===== src/rtl/clksrc_pkg.sv =====
package clksrc_pkg;

    typedef enum logic [1:0] {
        MODE_INT  = 2'd0,
        MODE_EXT  = 2'd1,
        MODE_PLL  = 2'd2,
        MODE_NONE = 2'd3
    } clk_mode_e;

    typedef enum logic [3:0] {
        ST_IDLE,
        ST_ROSC_ON,
        ST_ROSC_SEL,
        ST_PLL_PARK,
        ST_XOSC_OFF,
        ST_XOSC_ON,
        ST_PLL_CFG,
        ST_LOCK_DLY,
        ST_LOCK_WAIT,
        ST_PLL_SEL,
        ST_ROSC_OFF,
        ST_FAIL,
        ST_FAIL_PARK,
        ST_DONE
    } seq_state_e;

endpackage


===== src/rtl/clksrc_tick_count.sv =====
module clksrc_tick_count #(
    parameter int TICKS = 4
) (
    input  logic clk,
    input  logic rst_n,
    input  logic clear,
    input  logic tick,
    output logic reached
);
    localparam int CW = $clog2(TICKS + 1);

    logic [CW-1:0] cnt_q;

    assign reached = (cnt_q == CW'(TICKS));

    always_ff @(posedge clk or negedge rst_n) begin
        if (!rst_n) begin
            cnt_q <= '0;
        end else if (clear) begin
            cnt_q <= '0;
        end else if (tick && !reached) begin
            cnt_q <= cnt_q + 1'b1;
        end
    end


    tick_cnt_bound_chk: assert property (@(posedge clk) disable iff (!rst_n)
        cnt_q <= CW'(TICKS));

endmodule


===== src/rtl/clksrc_wait_timer.sv =====
module clksrc_wait_timer #(
    parameter bit EN    = 1'b1,
    parameter int LIMIT = 2048
) (
    input  logic clk,
    input  logic rst_n,
    input  logic clear,
    input  logic run,
    output logic expired
);
    localparam int TW = $clog2(LIMIT + 1);

    generate
        if (EN) begin : g_timer
            logic [TW-1:0] cnt_q;

            assign expired = (cnt_q == TW'(LIMIT));

            always_ff @(posedge clk or negedge rst_n) begin
                if (!rst_n) begin
                    cnt_q <= '0;
                end else if (clear) begin
                    cnt_q <= '0;
                end else if (run && !expired) begin
                    cnt_q <= cnt_q + 1'b1;
                end
            end


            timer_hold_chk: assert property (@(posedge clk) disable iff (!rst_n)
                (expired && !clear) |=> expired);
        end else begin : g_no_timer
            logic unused_ok;
            assign unused_ok = &{1'b0, clk, rst_n, clear, run};
            assign expired   = 1'b0;
        end
    endgenerate

endmodule


===== src/rtl/clksrc_sequencer.sv =====
module clksrc_sequencer
    import clksrc_pkg::*;
#(
    parameter int DIV_W       = 6,
    parameter int TRIM_W      = 5,
    parameter int MULT_W      = 6,
    parameter int ODIV_W      = 6,
    parameter int ROSC_DIV_DF = 4,
    parameter int ROSC_TRM_DF = 16,
    parameter int LOCK_TICKS  = 4,
    parameter bit TIMEOUT_EN  = 1'b1,
    parameter int TIMEOUT_CYC = 2048
) (
    input  logic              clk,
    input  logic              rst_n,
    input  logic              req_valid,
    input  logic [1:0]        req_mode,
    input  logic [MULT_W-1:0] req_pll_mult,
    input  logic [ODIV_W-1:0] req_pll_odiv,
    input  logic              rosc_ready,
    input  logic              xosc_ready,
    input  logic              pll_lock,
    input  logic              rtc_tick,
    output logic              rosc_en,
    output logic [DIV_W-1:0]  rosc_div,
    output logic [TRIM_W-1:0] rosc_trim,
    output logic              xosc_en,
    output logic              pll_sel,
    output logic              pll_bypass,
    output logic              pll_refsel,
    output logic [MULT_W-1:0] pll_mult,
    output logic [ODIV_W-1:0] pll_odiv,
    output logic              pll_odiv_by1,
    output logic              busy,
    output logic              done,
    output logic              err
);
    localparam logic [DIV_W-1:0]  DIV_DF  = DIV_W'(ROSC_DIV_DF);
    localparam logic [TRIM_W-1:0] TRIM_DF = TRIM_W'(ROSC_TRM_DF);

    seq_state_e        state_q, state_d;
    clk_mode_e         target_q;
    logic [MULT_W-1:0] mult_hold_q;
    logic [ODIV_W-1:0] odiv_hold_q;

    logic rosc_en_q, xosc_en_q, pll_sel_q, bypass_q, refsel_q, by1_q, err_q;
    logic [DIV_W-1:0]  div_q;
    logic [TRIM_W-1:0] trim_q;
    logic [MULT_W-1:0] mult_q;
    logic [ODIV_W-1:0] odiv_q;

    logic accept, waiting, ticks_done, wait_expired;

    assign accept  = (state_q == ST_IDLE) && req_valid && (req_mode != MODE_NONE);
    assign waiting = (state_q == ST_ROSC_ON) || (state_q == ST_XOSC_ON) ||
                     (state_q == ST_LOCK_WAIT);

    clksrc_tick_count #(.TICKS(LOCK_TICKS)) u_ticks (
        .clk     (clk),
        .rst_n   (rst_n),
        .clear   (state_q != ST_LOCK_DLY),
        .tick    (rtc_tick),
        .reached (ticks_done)
    );

    clksrc_wait_timer #(.EN(TIMEOUT_EN), .LIMIT(TIMEOUT_CYC)) u_timer (
        .clk     (clk),
        .rst_n   (rst_n),
        .clear   (state_d != state_q),
        .run     (waiting),
        .expired (wait_expired)
    );

    // State register
    always_ff @(posedge clk or negedge rst_n) begin
        if (!rst_n) state_q <= ST_IDLE;
        else        state_q <= state_d;
    end

    // Next-state logic
    always_comb begin
        state_d = state_q;
        unique case (state_q)
            ST_IDLE:      if (accept) state_d = ST_ROSC_ON;
            ST_ROSC_ON:   if (rosc_en_q && rosc_ready) state_d = ST_ROSC_SEL;
                          else if (wait_expired)       state_d = ST_FAIL;
            ST_ROSC_SEL:  state_d = ST_PLL_PARK;
            ST_PLL_PARK:  state_d = ST_XOSC_OFF;
            ST_XOSC_OFF:  state_d = (target_q == MODE_INT) ? ST_DONE : ST_XOSC_ON;
            ST_XOSC_ON:   if (xosc_en_q && xosc_ready) state_d = ST_PLL_CFG;
                          else if (wait_expired)       state_d = ST_FAIL;
            ST_PLL_CFG:   state_d = (target_q == MODE_EXT) ? ST_PLL_SEL : ST_LOCK_DLY;
            ST_LOCK_DLY:  if (ticks_done) state_d = ST_LOCK_WAIT;
            ST_LOCK_WAIT: if (pll_lock)          state_d = ST_PLL_SEL;
                          else if (wait_expired) state_d = ST_FAIL;
            ST_PLL_SEL:   state_d = ST_ROSC_OFF;
            ST_ROSC_OFF:  state_d = ST_DONE;
            ST_FAIL:      state_d = ST_FAIL_PARK;
            ST_FAIL_PARK: state_d = ST_DONE;
            ST_DONE:      state_d = ST_IDLE;
            default:      state_d = ST_IDLE;
        endcase
    end

    // Control writes, one group per state
    always_ff @(posedge clk or negedge rst_n) begin
        if (!rst_n) begin
            target_q    <= MODE_INT;
            mult_hold_q <= '0;
            odiv_hold_q <= '0;
            rosc_en_q   <= 1'b1;
            div_q       <= DIV_DF;
            trim_q      <= TRIM_DF;
            xosc_en_q   <= 1'b0;
            pll_sel_q   <= 1'b0;
            bypass_q    <= 1'b1;
            refsel_q    <= 1'b0;
            mult_q      <= '0;
            odiv_q      <= '0;
            by1_q       <= 1'b0;
            err_q       <= 1'b0;
        end else begin
            unique case (state_q)
                ST_IDLE: if (accept) begin
                    target_q    <= clk_mode_e'(req_mode);
                    mult_hold_q <= req_pll_mult;
                    odiv_hold_q <= req_pll_odiv;
                    err_q       <= 1'b0;
                end
                ST_ROSC_ON: begin
                    rosc_en_q <= 1'b1;
                    div_q     <= DIV_DF;
                    trim_q    <= TRIM_DF;
                end
                ST_ROSC_SEL: pll_sel_q <= 1'b0;
                ST_PLL_PARK: begin
                    bypass_q <= 1'b1;
                    refsel_q <= 1'b0;
                end
                ST_XOSC_OFF: xosc_en_q <= 1'b0;
                ST_XOSC_ON:  xosc_en_q <= 1'b1;
                ST_PLL_CFG: begin
                    refsel_q <= 1'b1;
                    if (target_q == MODE_EXT) begin
                        bypass_q <= 1'b1;
                        by1_q    <= 1'b1;
                    end else begin
                        bypass_q <= 1'b0;
                        by1_q    <= 1'b0;
                        mult_q   <= mult_hold_q;
                        odiv_q   <= odiv_hold_q;
                    end
                end
                ST_PLL_SEL:  pll_sel_q <= 1'b1;
                ST_ROSC_OFF: rosc_en_q <= 1'b0;
                ST_FAIL: begin
                    pll_sel_q <= 1'b0;
                    rosc_en_q <= 1'b1;
                    err_q     <= 1'b1;
                end
                ST_FAIL_PARK: begin
                    bypass_q  <= 1'b1;
                    refsel_q  <= 1'b0;
                    xosc_en_q <= 1'b0;
                end
                default: ;
            endcase
        end
    end

    assign rosc_en      = rosc_en_q;
    assign rosc_div     = div_q;
    assign rosc_trim    = trim_q;
    assign xosc_en      = xosc_en_q;
    assign pll_sel      = pll_sel_q;
    assign pll_bypass   = bypass_q;
    assign pll_refsel   = refsel_q;
    assign pll_mult     = mult_q;
    assign pll_odiv     = odiv_q;
    assign pll_odiv_by1 = by1_q;
    assign busy         = (state_q != ST_IDLE);
    assign done         = (state_q == ST_DONE);
    assign err          = err_q;


    pll_cfg_frozen_chk: assert property (@(posedge clk) disable iff (!rst_n)
        pll_sel_q |=> $stable({bypass_q, refsel_q, mult_q, odiv_q, by1_q}));


    rosc_ready_first_chk: assert property (@(posedge clk) disable iff (!rst_n)
        (state_q == ST_ROSC_SEL) |-> ($past(rosc_ready) && rosc_en_q));


    rosc_off_late_chk: assert property (@(posedge clk) disable iff (!rst_n)
        $fell(rosc_en_q) |-> pll_sel_q);


    xosc_before_sel_chk: assert property (@(posedge clk) disable iff (!rst_n)
        $rose(pll_sel_q) |-> (xosc_en_q && refsel_q));


    done_pulse_chk: assert property (@(posedge clk) disable iff (!rst_n)
        done |=> !done);


    busy_ignore_chk: assert property (@(posedge clk) disable iff (!rst_n)
        busy |=> $stable(target_q));


    err_fallback_chk: assert property (@(posedge clk) disable iff (!rst_n)
        $rose(err_q) |-> (!pll_sel_q && rosc_en_q));

endmodule


===== config.mk =====
export PLATFORM = sky130hd
export DESIGN_NAME = clksrc_sequencer
export DESIGN_NICKNAME = d
export VERILOG_FILES = /design/src/rtl/clksrc_pkg.sv /design/src/rtl/clksrc_tick_count.sv /design/src/rtl/clksrc_wait_timer.sv /design/src/rtl/clksrc_sequencer.sv
export SDC_FILE = /design/constraint.sdc
export NUM_CORES = 1
export LEC_CHECK = 0
export ABC_CLOCK_PERIOD_IN_PS = 4800
export BUFFER_PORTS_ARGS = -buffer_cell sky130_fd_sc_hd__buf_4
export CORE_ASPECT_RATIO = 0.6
export CORE_MARGIN = 4
export CORE_UTILIZATION = 50
export CTS_BUF_LIST = sky130_fd_sc_hd__clkbuf_4
export CTS_CLUSTER_SIZE = 10
export DETAILED_ROUTE_END_ITERATION = 16
export PLACE_DENSITY = 0.73
export SLEW_MARGIN = 15
export SYNTH_ARGS = -nofsm -noshare
export SYNTH_HDL_FRONTEND = slang
export SYNTH_HIERARCHICAL = 1
export SYNTH_SLANG_ARGS = --single-unit

===== constraint.sdc =====
create_clock -name clk -period 4.8 [get_ports clk]
set_clock_uncertainty 0.1 [all_clocks]
set_input_delay 0.96 -clock clk [delete_from_list [all_inputs] [get_ports clk]]
set_output_delay 0.96 -clock clk [all_outputs]
set_load 0.005 [all_outputs]

==> impl_metrics.toml, run 1 <==
[clock_network]
cts_max_path_buffers = 2
cts_setup_buffers = 0
ctsResizeCount = 0
root_buffer = "clkbuf_4"
clock_sinks = 52
cts_hold_buf = 0
tritoncts = "done"
cts_htree_levels = 2
clock_latency_ps = 360
cts_buffers = 5
path_clk_slew_ps = 140

[detailed_routing]
routed_wirelength_um = 5500
drt_first_pass_iters = 4
viasPerCell = 5.40
antenna_left = 0
drc = 0
wl_per_cell_um = 14.1
vias = 2106
drtIter0Drc = 129

[hold_path]
holdCritPathClass = "flip-flop to flip-flop"
hp-start = "err$_DFFE_PN0P_"
min_to = "err$_DFFE_PN0P_"
whs_path_depth = 2

[critical_path]
cpLargestDelayFamily = "simple AND/OR/NAND/NOR gates"
critPathCaptureType = "flip-flop"
path_buf_inv = 1
r2r_end = "u_timer/g_timer.cnt_q[0]$_DFFE_PN0P_"
rrSetupSlack_ps = 1480
r2r_start = "state_q[0]$_DFF_PN0_"
slowest_delay_ps = 860
cp.arrival_ps = 3520
worstSetupPathType = "flip-flop to flip-flop"
critical_path_required_ps = 5000
cp-start-kind = "flip-flop"
crit_start = "state_q[0]$_DFF_PN0_"
cp_max_fo = 24
cpMaxStageDelayCell = "dfrtp_1"
reg2reg_depth = 9
path_cells = "and2b_1 > nand3_1 > o311a_1 > and4b_1 > o21ai_1 > buf_4 > or3b_2 > o2bb2ai_1 > or3_1"

[finish]
fin_util_pct = 58.8
final_nets = 335
design_area_um2 = 3290
area_growth_pct = 13.3
final_cells = 390
antenna_cells = 0
drive_above_1_share_pct = 28.1
nFillCells = 471

[yosys]
syn_area_um2 = 2900
synth_ff_type = "dfrtp_1"
synth_cells = 275
async_flop_share_pct = 100
avgSynthCellArea_um2 = 10.6
synth.distinct_cells = 63
yosys.area.top_type = "dfrtp_1"
yosysWarnings = 6
synth_edf_count = 0
netlist_top_cells_area = "dfrtp_1, mux2_2, mux2_4, buf_4, nand2_1"
yosysTopAreaCellShare_pct = 43.1
seq_area_frac_synth_pct = 44.9
synth-seq-cells = 52

[global_route]
grt.overflow.total = 0
grt_pass1_wl_um = 9450
grt_usage_pct = 16.6
grt_pass1_vias = 1983
antenna_found_initial = 0
grt_max_degree = 53

[sta]
clock.fmax_mhz = 302
fin_crit_sh_pct = 69.1
tns_ps = 0
slew_headroom_pct = 49.2
hold_violations = 0
slew_viol_final = 0
finalSetupViolCount = 0
worst_pin_slew_ps = 762
rsz0062_at_grt = "no"
fin_crit_ps = 3320

[die]
die_w_um = 106
die_area_um2 = 7130
start_util_pct = 51.9
core_area_um2 = 5600
io_pins = 53
die_y_um = 67.0
rows = 21

[power_and_ir_drop]
p_switching_mw = 0.624
p_comb_share_pct = 41.2
swShare_pct = 35.4
ir_drop_uv = 277
p_clk_share_pct = 16.3
power_mw = 1.76
power_density_nw_per_um2 = 537
power_frac_seq_pct = 42.5
intPower_mw = 1.14
p_leak_nw = 1.51

[outcome]
status = "finished clean"

[place]
placed_area_um2 = 3190
hpwl_um = 4100
dp.cells = 383
numPortBuffers = 41
place_congestion = 0.836

[flow_run]
drv_cap = 0
## cells in the final DEF, fill, tap and decap left out, types with 4 or more instances in the layout
cell type,instances
o21ai_0,12
ha_1,4
xor2_1,4
clkbuf_4,5
o31ai_1,4
buf_4,43
conb_1,11
nor2b_1,5
nand2_1,18
mux2_2,16
mux2_4,10
nand2b_1,10
dfrtp_1,50
a21oi_1,13
nor2_1,18
inv_1,9
nand3_1,10
or3_1,4
## Yosys cell counts, drive strengths merged (4+ instances only)
library cell	n
buf	20
nand2b	10
nor2	18
dfrtp	50
ha	4
a21oi	13
o31ai	4
or3	6
nand4	5
nand2	18
inv	9
xor2	4
mux2	26
nand3	11
clkbuf	4
o21ai	14
nor2b	5
## cell type report
type | count | area, µm² | share of cell area [%]
flip-flops and latches | 52 | 1300 | 39.6
clock buffers | 5 | 37.5 | 1.14
clock inverters | 2 | 60.1 | 1.83
inverters | 10 | 37.5 | 1.14
repair buffers | 43 | 323 | 9.81
multi-input cells | 198 | 1430 | 43.4
well taps | 80 | 100 | 3.04
## power groups by stage
stage               sequential, mW  combinational (mW)  clock [mW]
floorplan                    0.680               0.577           0
global placement             0.751               0.711           0
detailed placement           0.756               0.728           0
CTS                          0.747               0.730       0.297
global route                 0.778               0.803       0.317
finish                       0.749               0.727       0.288
## worst register-to-register path, cell delays in order, from the launching register on
cell,delay (ps)
dfrtp_1,860
and2b_1,310
nand3_1,500
o311a_1,320
and4b_1,200
o21ai_1,60
buf_4,190
or3b_2,490
o2bb2ai_1,130
or3_1,110
## worst max path at each step
stage                                            end  slack, ps  cells after the start
3_3_place_gp    u_timer/g_timer.cnt_q[0]$_DFFE_PN0P_       1630                      9
6_report        u_timer/g_timer.cnt_q[0]$_DFFE_PN0P_       1480                      9
4_1_cts         u_timer/g_timer.cnt_q[0]$_DFFE_PN0P_       1490                      9
2_1_floorplan  u_timer/g_timer.cnt_q[11]$_DFFE_PN0P_       2070                      8
3_5_place_dp    u_timer/g_timer.cnt_q[0]$_DFFE_PN0P_       1530                      9
5_1_grt         u_timer/g_timer.cnt_q[0]$_DFFE_PN0P_       1190                      9
## through the flow
stage	hold WS, ps	setup slack (ps)
after floorplan	363	2070
after global placement	364	1630
after detailed placement	363	1530
after CTS	395	1490
after global routing	432	1190
final	398	1480
## cells by family (layout without fill, tap and decap cells)
group / after synthesis / count (layout) / synth area share (%)
AOI/OAI and AO/OA: 55 / 55 / 12.5
buffers and inverters: 34 / 60 / 7.07
other: 2 / 11 / 0.259
DFF: 52 / 52 / 44.9
and+or+nand+nor: 95 / 95 / 19.9
muxes: 28 / 28 / 12.1
xor gates and xnor gates: 5 / 5 / 1.51
adders and majority gates: 4 / 4 / 1.72
## flip-flops by register name (all words and copies together) (netlist names)
name	flops
state_q	4
pll_bypass	1
mult_hold_q	6
odiv_hold_q	6
u_timer/g_timer.cnt_q	12
pll_odiv_by1	1
err	1
pll_odiv	6
pll_sel	1
pll_refsel	1
target_q	2
u_ticks/cnt_q	3
rosc_en	1
xosc_en	1
pll_mult	6
## layer usage
metal	share of wire, %	global-route usage [%]
met1	51	24.3
met2	42	24.6
met3	6.4	3.97
met4	0.35	3.88
met5	0	0
Power figures use the tool's default switching activity.
==> run 2: changes to the inputs <==
--- a/config.mk
+++ b/config.mk
@@ -5,7 +5,7 @@
 export SDC_FILE = /design/constraint.sdc
 export NUM_CORES = 1
 export LEC_CHECK = 0
-export ABC_CLOCK_PERIOD_IN_PS = 4800
+export ABC_CLOCK_PERIOD_IN_PS = 2900
 export BUFFER_PORTS_ARGS = -buffer_cell sky130_fd_sc_hd__buf_4
 export CORE_ASPECT_RATIO = 0.6
 export CORE_MARGIN = 4
@@ -13,7 +13,7 @@
 export CTS_BUF_LIST = sky130_fd_sc_hd__clkbuf_4
 export CTS_CLUSTER_SIZE = 10
 export DETAILED_ROUTE_END_ITERATION = 16
-export PLACE_DENSITY = 0.73
+export PLACE_DENSITY = 0.76
 export SLEW_MARGIN = 15
 export SYNTH_ARGS = -nofsm -noshare
 export SYNTH_HDL_FRONTEND = slang
==> constraint.sdc (replaced) <==
create_clock -name clk -period 2.9 [get_ports clk]
set_clock_uncertainty 0.1 [all_clocks]
set_input_delay 0.58 -clock clk [delete_from_list [all_inputs] [get_ports clk]]
set_output_delay 0.58 -clock clk [all_outputs]
set_load 0.005 [all_outputs]
==> run 2 against run 1 <==
- clock-buffer cell count is the same
- final cell count grew 2.8%
- core utilization increased by 1.4 points
- flip-flop and latch count stayed put
- critical endpoint unchanged
- power rose by 68%
- via count is 2.9% higher
- worst hold slack got worse by 290 ps
- highest routed layer unchanged
- setup slack worse by 1200 ps
- sequential share of layout area down 0.90 points
==> impl_metrics.toml, run 2 (synthesis gave the netlist of run 1 again) <==
[detailed_routing]
drtIter0Drc = 142
antenna_left = 0
vias = 2167
routed_wirelength_um = 5840
viasPerCell = 5.40
wl_per_cell_um = 14.6
drt_first_pass_iters = 4
drc = 0

[die]
start_util_pct = 51.9
core_area_um2 = 5600
io_pins = 53
rows = 21
die_y_um = 67.0
die_w_um = 106
die_area_um2 = 7130

[critical_path]
cp-start-kind = "flip-flop"
reg2reg_depth = 11
r2r_end = "u_timer/g_timer.cnt_q[0]$_DFFE_PN0P_"
critPathCaptureType = "flip-flop"
cp.arrival_ps = 2750
worstSetupPathType = "flip-flop to flip-flop"
cp_max_fo = 5
rrSetupSlack_ps = 310
r2r_start = "u_ticks/cnt_q[0]$_DFFE_PN0P_"
critical_path_required_ps = 3060

[hold_path]
holdCritPathClass = "primary input to async pin"

[finish]
final_cells = 401
final_common_cell = "buf_4"
fin_util_pct = 60.2
drive_above_1_share_pct = 31.2
antenna_cells = 0
largest_reg_flops = 12
regMostFlops = "u_timer/g_timer.cnt_q"
design_area_um2 = 3370
layout_common_cells = "buf_4, dfrtp_1, nor2_1, nand2_1, mux2_2"
area_growth_pct = 16.1
final_nets = 345

[power_and_ir_drop]
p_leak_nw = 1.55
power_density_nw_per_um2 = 879
ir_drop_uv = 423
power_mw = 2.96

[clock_network]
path_clk_slew_ps = 140
clock_sinks = 52
cts_hold_buf = 0
cts_htree_levels = 2
cts_buffers = 5
root_buffer = "clkbuf_4"
tritoncts = "done"
cts_max_path_buffers = 2
clock_latency_ps = 360

[global_route]
grt.overflow.total = 0
grt_max_degree = 53
grt_usage_pct = 18.0
grt_pass1_wl_um = 10000
antenna_found_initial = 0
grt_pass1_vias = 2087

[place]
numPortBuffers = 41
hpwl_um = 4370
pre_cts_ws_ps = 167
place_congestion = 0.810
placed_area_um2 = 3280
dp.cells = 393

[flow_run]
drv_cap = 0

[sta]
rsz0062_at_grt = "no"
clock.fmax_mhz = 387
slew_headroom_pct = 56.3
fin_crit_ps = 2590
finalSetupViolCount = 0
setup_ws_ps = 314
worst_pin_slew_ps = 655
hold_violations = 0
hold_ws_ps = 111
slew_viol_final = 0
fin_crit_sh_pct = 89.2
tns_ps = 0

[outcome]
status = "finished clean"
-- run 2: how the worst max path moves through the flow --
stage	endpoint	start	slack [ps]
finish	u_timer/g_timer.cnt_q[0]$_DFFE_PN0P_	u_ticks/cnt_q[0]$_DFFE_PN0P_	310
global route	u_timer/g_timer.cnt_q[0]$_DFFE_PN0P_	u_ticks/cnt_q[0]$_DFFE_PN0P_	60
CTS	u_timer/g_timer.cnt_q[0]$_DFFE_PN0P_	u_ticks/cnt_q[0]$_DFFE_PN0P_	160
detailed placement	u_timer/g_timer.cnt_q[0]$_DFFE_PN0P_	u_ticks/cnt_q[0]$_DFFE_PN0P_	170
global placement	u_timer/g_timer.cnt_q[0]$_DFFE_PN0P_	u_ticks/cnt_q[0]$_DFFE_PN0P_	340
floorplan	u_timer/g_timer.cnt_q[11]$_DFFE_PN0P_	u_timer/g_timer.cnt_q[6]$_DFFE_PN0P_	220
-- run 2: metal layers --
metal  GRT usage [%]  wire length, µm
met1            26.0             2880
met2            25.9             2430
met3            5.42              466
met4            4.85               59
met5               0                0
-- run 2: power by group --
group	total (mW)	internal (mW)	leakage, nW	switching, mW
combinational	1.37	0.733	0.845	0.635
clock	0.398	0.176	0.0403	0.221
sequential	1.19	0.977	0.662	0.218
total	2.96	1.89	1.55	1.07
-- run 2: area by class of cell --
type	count	area, µm²
Fill cell	470	2230
Multi-Input combinational cell	198	1440
Sequential cell	52	1310
Timing Repair Buffer	53	410
Tap cell	80	100
Clock buffer	5	37.5
Clock inverter	3	37.5
Inverter	10	37.5
-- run 2: timing repair --
item | 4_1_cts | 5_1_grt
setup endpoints to repair | 0 | 2
resized for setup | 0 | 4
buffers inserted | 0 | 0
-- run 2: worst max-delay path: stages, from the launching register on --
cell and delay (ps):
dfrtp_1 430, inv_1 70, ha_1 190, and2_1 180, and3b_1 190, o21ai_2 210, o311ai_0 170, a32o_1 240
o21ai_2 90, nor2b_1 80, and4_1 190, or3_1 330
